`config.mk`:
```
export PLATFORM = sky130hd
export DESIGN_NAME = rename_stall_ctrl
export DESIGN_NICKNAME = d
export VERILOG_FILES = /design/src/rtl/rsc_pkg.sv /design/src/rtl/rsc_skid_fifo.sv /design/src/rtl/rsc_ctrl.sv /design/src/rtl/rsc_upsig.sv /design/src/rtl/rename_stall_ctrl.sv
export SDC_FILE = /design/constraint.sdc
export NUM_CORES = 1
export LEC_CHECK = 0
export BUFFER_PORTS_ARGS = -buffer_cell sky130_fd_sc_hd__buf_2
export CAP_MARGIN = 20
export CORE_ASPECT_RATIO = 0.8
export CORE_MARGIN = 5
export CORE_UTILIZATION = 50
export DETAILED_ROUTE_END_ITERATION = 10
export GPL_ROUTABILITY_DRIVEN = 0
export GPL_TIMING_DRIVEN = 0
export PLACE_DENSITY = 0.71
export SYNTH_ARGS = -nofsm -noshare
export SYNTH_HDL_FRONTEND = slang
export SYNTH_SLANG_ARGS = --single-unit
```
`constraint.sdc`:
```
create_clock -name clk_i -period 3.4 [get_ports clk_i]
set_input_delay 0.51 -clock clk_i [delete_from_list [all_inputs] [get_ports clk_i]]
set_output_delay 0.51 -clock clk_i [all_outputs]
set_load 0.01 [all_outputs]
```
`src/rtl/rsc_pkg.sv`:
```
package rsc_pkg;
  typedef enum logic [2:0] {
    ST_RUN     = 3'd0,
    ST_IDLE    = 3'd1,
    ST_BLOCKED = 3'd2,
    ST_UNBLK   = 3'd3,
    ST_SER     = 3'd4
  } rsc_state_e;

  typedef struct packed {
    logic emit;
    logic from_skid;
    logic push;
    logic pop;
    logic blk;
    logic unblk;
  } rsc_ctl_t;
endpackage

```
`src/rtl/rsc_skid_fifo.sv`:
```
module rsc_skid_fifo #(
  parameter int DEPTH = 4,
  parameter int W     = 8
) (
  input  logic         clk_i,
  input  logic         rst_ni,
  input  logic         push_i,
  input  logic         pop_i,
  input  logic [W-1:0] din_i,
  output logic [W-1:0] head_o,
  output logic         empty_o,
  output logic         one_o,
  output logic         full_o
);
  localparam int PTR_W = (DEPTH > 1) ? $clog2(DEPTH) : 1;
  localparam int CNT_W = $clog2(DEPTH + 1);
  localparam logic [PTR_W-1:0] LAST = PTR_W'(DEPTH - 1);
  localparam logic [CNT_W-1:0] FULL_CNT = CNT_W'(DEPTH);

  logic [W-1:0]     mem [DEPTH];
  logic [PTR_W-1:0] rd_ptr, wr_ptr;
  logic [CNT_W-1:0] cnt;
  logic             do_pop;

  assign do_pop  = pop_i && !empty_o;
  assign empty_o = (cnt == '0);
  assign one_o   = (cnt == CNT_W'(1));
  assign full_o  = (cnt == FULL_CNT);
  assign head_o  = mem[rd_ptr];

  always_ff @(posedge clk_i or negedge rst_ni) begin
    if (!rst_ni) begin
      rd_ptr <= '0;
      wr_ptr <= '0;
      cnt    <= '0;
    end else begin
      if (push_i) wr_ptr <= (wr_ptr == LAST) ? '0 : wr_ptr + PTR_W'(1);
      if (do_pop) rd_ptr <= (rd_ptr == LAST) ? '0 : rd_ptr + PTR_W'(1);
      if (push_i && !do_pop)      cnt <= cnt + CNT_W'(1);
      else if (!push_i && do_pop) cnt <= cnt - CNT_W'(1);
    end
  end

  always_ff @(posedge clk_i) begin
    if (push_i) mem[wr_ptr] <= din_i;
  end
endmodule

```
`src/rtl/rsc_ctrl.sv`:
```
module rsc_ctrl
  import rsc_pkg::*;
(
  input  rsc_state_e state_i,
  input  logic       in_valid_i,
  input  logic       stall_i,
  input  logic       ser_req_i,
  input  logic       ser_done_i,
  input  logic       resume_i,
  input  logic       skid_empty_i,
  input  logic       skid_one_i,
  output rsc_ctl_t   ctl_o,
  output rsc_state_e next_o
);
  always_comb begin
    ctl_o  = '0;
    next_o = state_i;
    unique case (state_i)
      ST_RUN, ST_IDLE: begin
        if (stall_i) begin
          ctl_o.push = in_valid_i;
          ctl_o.blk  = 1'b1;
          next_o     = ST_BLOCKED;
        end else if (ser_req_i && in_valid_i) begin
          ctl_o.push = 1'b1;
          ctl_o.blk  = 1'b1;
          next_o     = ST_SER;
        end else begin
          ctl_o.emit = in_valid_i;
          next_o     = in_valid_i ? ST_RUN : ST_IDLE;
        end
      end
      ST_BLOCKED: begin
        ctl_o.push = in_valid_i;
        if (!stall_i) next_o = ST_UNBLK;
      end
      ST_UNBLK: begin
        if (stall_i) begin
          ctl_o.push = in_valid_i;
          ctl_o.blk  = resume_i;   // decode already thinks we are stopped otherwise
          next_o     = ST_BLOCKED;
        end else if (ser_req_i && !skid_empty_i) begin
          ctl_o.push = in_valid_i;
          ctl_o.blk  = resume_i;
          next_o     = ST_SER;
        end else begin
          ctl_o.emit      = !skid_empty_i;
          ctl_o.from_skid = 1'b1;
          ctl_o.pop       = !skid_empty_i;
          ctl_o.push      = in_valid_i;
          if (!in_valid_i && (skid_empty_i || skid_one_i)) begin
            ctl_o.unblk = 1'b1;
            next_o      = ST_RUN;
          end
        end
      end
      ST_SER: begin
        ctl_o.push = in_valid_i;
        ctl_o.blk  = stall_i;
        if (ser_done_i) next_o = stall_i ? ST_BLOCKED : ST_UNBLK;
      end
      default: next_o = ST_IDLE;
    endcase
  end
endmodule

```
`src/rtl/rsc_upsig.sv`:
```
module rsc_upsig (
  input  logic clk_i,
  input  logic rst_ni,
  input  logic blk_i,
  input  logic unblk_i,
  input  logic ovf_set_i,
  output logic block_up_o,
  output logic unblock_up_o,
  output logic overflow_o
);
  always_ff @(posedge clk_i or negedge rst_ni) begin
    if (!rst_ni) begin
      block_up_o   <= 1'b0;
      unblock_up_o <= 1'b0;
      overflow_o   <= 1'b0;
    end else begin
      block_up_o   <= blk_i;
      unblock_up_o <= unblk_i && !blk_i;
      if (ovf_set_i) overflow_o <= 1'b1;
    end
  end
endmodule

```
`src/rtl/rename_stall_ctrl.sv`:
```
module rename_stall_ctrl
  import rsc_pkg::*;
#(
  parameter int TAG_W      = 8,
  parameter int SKID_DEPTH = 4
) (
  input  logic             clk_i,
  input  logic             rst_ni,
  input  logic             in_valid_i,
  input  logic [TAG_W-1:0] in_tag_i,
  input  logic             stall_i,
  input  logic             ser_req_i,
  input  logic             ser_done_i,
  input  logic             resume_i,
  output logic             out_valid_o,
  output logic [TAG_W-1:0] out_tag_o,
  output logic [2:0]       state_o,
  output logic             block_up_o,
  output logic             unblock_up_o,
  output logic             overflow_o
);
  rsc_state_e       state_q, state_d;
  rsc_ctl_t         ctl;
  logic             skid_empty, skid_one, skid_full;
  logic             push_ok, ovf_set;
  logic [TAG_W-1:0] skid_head;

  rsc_ctrl u_ctrl (
    .state_i     (state_q),
    .in_valid_i  (in_valid_i),
    .stall_i     (stall_i),
    .ser_req_i   (ser_req_i),
    .ser_done_i  (ser_done_i),
    .resume_i    (resume_i),
    .skid_empty_i(skid_empty),
    .skid_one_i  (skid_one),
    .ctl_o       (ctl),
    .next_o      (state_d)
  );

  // full store accepts a push only when the same cycle frees a slot
  assign ovf_set = ctl.push && skid_full && !ctl.pop;
  assign push_ok = ctl.push && !ovf_set;

  rsc_skid_fifo #(.DEPTH(SKID_DEPTH), .W(TAG_W)) u_skid (
    .clk_i  (clk_i),
    .rst_ni (rst_ni),
    .push_i (push_ok),
    .pop_i  (ctl.pop),
    .din_i  (in_tag_i),
    .head_o (skid_head),
    .empty_o(skid_empty),
    .one_o  (skid_one),
    .full_o (skid_full)
  );

  rsc_upsig u_upsig (
    .clk_i       (clk_i),
    .rst_ni      (rst_ni),
    .blk_i       (ctl.blk),
    .unblk_i     (ctl.unblk),
    .ovf_set_i   (ovf_set),
    .block_up_o  (block_up_o),
    .unblock_up_o(unblock_up_o),
    .overflow_o  (overflow_o)
  );

  always_ff @(posedge clk_i or negedge rst_ni) begin
    if (!rst_ni) state_q <= ST_IDLE;
    else         state_q <= state_d;
  end

  assign out_valid_o = ctl.emit;
  assign out_tag_o   = ctl.from_skid ? skid_head : in_tag_i;
  assign state_o     = state_q;
endmodule

```
==> results of run 1 <==
[sequential cells by signal, indices dropped and copies added (netlist names)]
name and cells:
state_o 3, u_skid.cnt 3, u_skid.mem 32, u_skid.rd_ptr 2, u_skid.wr_ptr 2, u_upsig.block_up_o 1, u_upsig.overflow_o 1, u_upsig.unblock_up_o 1
[worst reg2reg max path: stages, from the launching register on]
cell	delay [ps]
dfrtp_1	410
inv_1	90
ha_1	280
nor2b_1	170
or4b_1	490
buf_6	160
a31oi_4	280
ha_1	260
mux2i_1	230
nor2_1	70
xor2_1	140
[logic make-up (layout without fill, tap and decap cells)]
family | count (synthesis) | after routing | synth area share, %
AOI/OAI and AO/OA | 18 | 18 | 7.457
xor gates and xnor gates | 4 | 4 | 1.619
adders and majority gates | 10 | 10 | 5.780
buffers and inverters | 17 | 53 | 3.757
DFF | 45 | 45 | 59.48
muxes | 20 | 20 | 14.86
and+or+nand+nor | 27 | 27 | 7.053
[final timing paths]
kind                                    start                 end  slack [ps]  cells past startpoint
setup reg to reg                u_skid.cnt[0]       u_skid.cnt[2]         710                     10
max in group asynchronous              rst_ni          state_o[0]        3030                      1
hold / removal                         rst_ni          state_o[1]          90                      1
hold reg to reg            u_upsig.overflow_o  u_upsig.overflow_o         480                      1
min in group clk_i                in_tag_i[2]    u_skid.mem[0][2]         450                      1
setup / recovery                u_skid.cnt[0]        out_tag_o[6]         260                      6
[stage by stage]
stage	util (%)	std cells	hold WS (ps)
6_report	58.85	234	94.80
5_1_grt	58.85	234	109.6
4_1_cts	58.85	234	104.0
3_5_place_dp	56.87	226	424.0
3_3_place_gp	56.87	226	414.8
2_1_floorplan	-	141	214.4
[power by group]
part	internal, W	switching, W
registers	0.000745	0.0000707
logic	0.000352	0.000391
clock network	0.000142	0.000165
[cell usage after synthesis (3+ instances only)]
master | count | area [µm²]
and2_2 | 4 | 30.03
dfrtp_1 | 12 | 300.3
edfxtp_1 | 32 | 960.9
ha_1 | 10 | 125.1
inv_1 | 10 | 37.54
mux2_2 | 9 | 101.4
mux4_2 | 8 | 180.2
nand2_1 | 5 | 18.77
nor2_1 | 7 | 26.28
o21ai_0 | 4 | 20.02
xor2_1 | 3 | 26.28
[metal layers]
metal / GRT usage (%) / wire [µm] / vias up
met4: 5.422 / 40 / 0
li1: - / - / 599
met2: 24.60 / 1862 / 36
met1: 17.76 / 1681 / 607
met5: 0 / 0 / -
met3: 4.276 / 194 / 4
[final cells by class]
type | count | area, µm²
buffer | 7 | 43.79
clock buffer | 6 | 72.57
clock inverter | 2 | 10.01
fill | 336 | 1719
inverter | 10 | 37.54
multi-input combinational | 79 | 795.8
sequential | 45 | 1287
tap | 57 | 71.32
timing repair buffer | 28 | 140.1
==> impl_metrics.yaml, run 1 <==
global_routing:
  first_global_vias: 1298
  grt.total_usage_pct: 14.42
  grt.overflow.total: 0
  grt_pass1_wl_um: 6210
  antenna_found_initial: 0
  grt_max_degree: 14
cts:
  clock_latency_ps: 290
  postCtsSetupBuffers: 0
  cts_tree: "yes"
  clk_pin_slew_worst_paths_ps: 80
  cts_resized: 0
  htreeDepth: 2
  postCtsHoldBufs: 0
  numCtsBuffers: 5
  cts-root-buf: "clkbuf_8"
  cts.sinks: 45
  clock_path_buffers: 2
synthesis:
  yosysSeqAreaShare_pct: 59.48
  synth_edf_count: 32
  ys_ff_latch: 45
  synth.distinct_cells: 41
  ys_warn_count: 0
  syn-cell-area_um2: 2165
  syn_inst: 141
  syn_avg_cell_area_um2: 15.35
  ys.flop_type: "edfxtp_1"
  ys_async_sr_fraction_pct: 28.89
  syn-num-nets: 166
timing:
  grt_setup_unrepaired: "no"
  hold_viol: 0
  slew_violations: 0
  worst_slack_ps: 259.1
  post-route-min-period_ps: 3141
  maxSlewHeadroom_pct: 44.75
  fin_setup_tns_ps: 0
  worst_pin_slew_ps: 828.8
  clock_skew_ps: 5.165
  setup_viol: 0
  clock.fmax_mhz: 318.4
  finalCritPeriodShare_pct: 92.38
worst_setup_path:
  crit_path_start_kind: "flip-flop"
  timing.critical_path.buf_inv: 2
  path_cells: "inv_1 -> ha_1 -> nand2b_1 -> a2111oi_4 -> mux2_2 -> buf_2"
  path_delay_family: "compound AO/OA/AOI/OAI gates"
  slowest_delay_ps: 820
  arrival_ps: 2630
  cp.required_ps: 2890
  end_kind: "output pin"
  slowest_stage: "a2111oi_4"
  crit_path_max_fanout: 10
  crit_type: "flip-flop to output pin"
cells_and_area:
  area_growth_pct: 13.58
  nets: 201
  diodes: 0
  layout_common_cells: "32 x edfxtp_1, 29 x buf_2, 12 x dfrtp_1"
  final_common_cell: "edfxtp_1"
  drive_gt1_share_pct: 40.68
  fin_area_um2: 2459
route:
  drtAntennaViolNets: 0
  routed_via_density: 5.325
  wirelength_um: 3779
  num_vias: 1246
  drc: 0
  first_iter_violations: 116
  wl_per_cell_um: 16.15
  first_pass_iters: 4
run:
  maxCapViolCount: 0
floorplanning:
  die_y_um: 68.85
  rows: 21
  ios: 30
  start_util_pct: 51.81
  die-area_um2: 5753
  core_area_um2: 4178
  dieWidth_um: 83.56
pwr:
  p_per_area_nw_per_um2: 759.3
  leakagePower_nw: 0.9753
  total_power_w: 0.001867
  irDropWorstVdd_uv: 510.2
min_path:
  hold_class: "input port to asynchronous set/reset pin"
placement:
  place_ws_ps: 552.1
  io_buffers: 28
  place_hpwl_um: 2752
  place_area_um2: 2376
status:
  status: "finished clean"
Note: power is estimated with default switching activity, not from simulation.
==> inputs of run 2 (changes only) <==
--- a/config.mk
+++ b/config.mk
@@ -8,7 +8,6 @@
 export BUFFER_PORTS_ARGS = -buffer_cell sky130_fd_sc_hd__buf_2
 export CAP_MARGIN = 20
 export CORE_ASPECT_RATIO = 0.8
-export CORE_MARGIN = 5
 export CORE_UTILIZATION = 50
 export DETAILED_ROUTE_END_ITERATION = 10
 export GPL_ROUTABILITY_DRIVEN = 0
==> run 2 against run 1 <==
Against the previous run:
- count of clock-buffer cells in the layout grew 1
- sequential share of layout area increased by 0.053 points
- power is 0.23% higher
- global-route usage up 3.0 points
- hold slack improved by 10 ps
- non-clock buffer count stayed put
==> impl_metrics.yaml, run 2 (synthesized netlist as in run 1, its figures left out) <==
cells_and_area:
  nets: 201
  largest_reg_flops: 32
  regMostFlops: "u_skid.mem"
  drive_gt1_share_pct: 39.55
  final_common_cell: "edfxtp_1"
  area_growth_pct: 13.47
  fin_area_um2: 2456
  fin_cells: 234
  layout_common_cells: "32 x edfxtp_1, 29 x buf_2, 12 x dfrtp_1"
  diodes: 0
placement:
  place_hpwl_um: 2584
  dp.cells: 226
  io_buffers: 28
  place_area_um2: 2376
  place_ws_ps: 579.5
timing:
  fin_setup_tns_ps: 0
  post-route-min-period_ps: 3110
  maxSlewHeadroom_pct: 44.64
  clock_skew_ps: 6.066
  worst_slack_ps: 289.5
  hold_viol: 0
  clock.fmax_mhz: 321.5
  finalCritPeriodShare_pct: 91.48
  setup_viol: 0
  grt_setup_unrepaired: "no"
  worst_pin_slew_ps: 830.4
  slew_violations: 0
floorplanning:
  dieWidth_um: 75.56
  ios: 30
  start_util_pct: 51.81
  rows: 21
  die-area_um2: 4598
  core_area_um2: 4178
  die_y_um: 60.85
route:
  routed_via_density: 5.329
  first_pass_iters: 4
  wirelength_um: 3656
  wl_per_cell_um: 15.62
  num_vias: 1247
  first_iter_violations: 91
  drtAntennaViolNets: 0
  drc: 0
min_path:
  hold_class: "input port to asynchronous set/reset pin"
global_routing:
  first_global_vias: 1190
  grt_pass1_wl_um: 5554
  antenna_found_initial: 0
  grt_max_degree: 14
  grt.total_usage_pct: 17.44
  grt.overflow.total: 0
worst_setup_path:
  cp.required_ps: 2890
  slowest_delay_ps: 820
  crit_path_max_fanout: 10
  slowest_stage: "a2111oi_4"
  crit_path_start_kind: "flip-flop"
  timing.critical_path.buf_inv: 2
  end_kind: "output pin"
  arrival_ps: 2600
  crit_type: "flip-flop to output pin"
  path_cells: "inv_1 -> ha_1 -> nand2b_1 -> a2111oi_4 -> mux2_2 -> buf_2"
  path_delay_family: "compound AO/OA/AOI/OAI gates"
cts:
  postCtsHoldBufs: 0
  clock_path_buffers: 2
  cts_resized: 0
  htreeDepth: 2
  clock_latency_ps: 290
  cts_tree: "yes"
  postCtsSetupBuffers: 0
  clk_pin_slew_worst_paths_ps: 70
  numCtsBuffers: 5
  cts.sinks: 45
  cts-root-buf: "clkbuf_8"
status:
  status: "finished clean"
pwr:
  p_per_area_nw_per_um2: 761.8
  leakagePower_nw: 0.9703
  irDropWorstVdd_uv: 448.8
run:
  maxCapViolCount: 0
-- run 2: final timing paths --
| check | startpoint | endpoint | slack (ps) | cells after the start |
|---|---|---|---|---|
| hold / removal | rst_ni | state_o[1] | 110 | 1 |
| min in group clk_i | in_tag_i[7] | u_skid.mem[0][7] | 450 | 1 |
| setup / recovery | u_skid.cnt[0] | out_tag_o[3] | 290 | 6 |
| hold reg to reg | u_upsig.overflow_o | u_upsig.overflow_o | 500 | 1 |
| max in group asynchronous | rst_ni | state_o[0] | 3010 | 1 |
| setup reg to reg | u_skid.cnt[0] | u_skid.cnt[2] | 750 | 10 |
-- run 2: where the power goes --
part	leakage (nW)	switching [W]	internal [W]	total (W)
Sequential	0.447	0.0000724	0.000746	0.000818
Clock	0.0399	0.000160	0.000143	0.000303
Combinational	0.483	0.000395	0.000355	0.000750
-- run 2: cell type report --
class	instances	area [µm²]
buffer	7	43.79
clock buffer	7	76.32
clock inverter	1	3.754
fill	317	1722
inverter	10	37.54
multi-input combinational	79	795.8
sequential	45	1287
tap	57	71.32
timing repair buffer	28	140.1
-- run 2: worst reg2reg max path, cell delays in order (launching register included) --
cell and delay [ps]:
dfrtp_1 410, inv_1 80, ha_1 280, nor2b_1 170, or4b_1 490, buf_6 150
a31oi_4 290, ha_1 270, mux2i_1 200, nor2_1 70, xor2_1 130
-- run 2: metrics by stage --
stage,power (W),hold slack (ps),utilization (%)
2_1_floorplan,0.001382,214.4,-
3_3_place_gp,0.001538,415.3,56.87
3_5_place_dp,0.001577,420.7,56.87
4_1_cts,0.001882,111.5,58.79
5_1_grt,0.001988,117.6,58.79
6_report,0.001871,105.3,58.79
-- run 2: per-layer routing --
layer | vias up | global-route usage [%] | share of wire (%)
met5 | - | 0 | 0
met4 | 0 | 6.085 | 0.98
met3 | 5 | 4.485 | 3.1
met2 | 26 | 27.68 | 47
met1 | 617 | 23.63 | 48
li1 | 599 | - | -
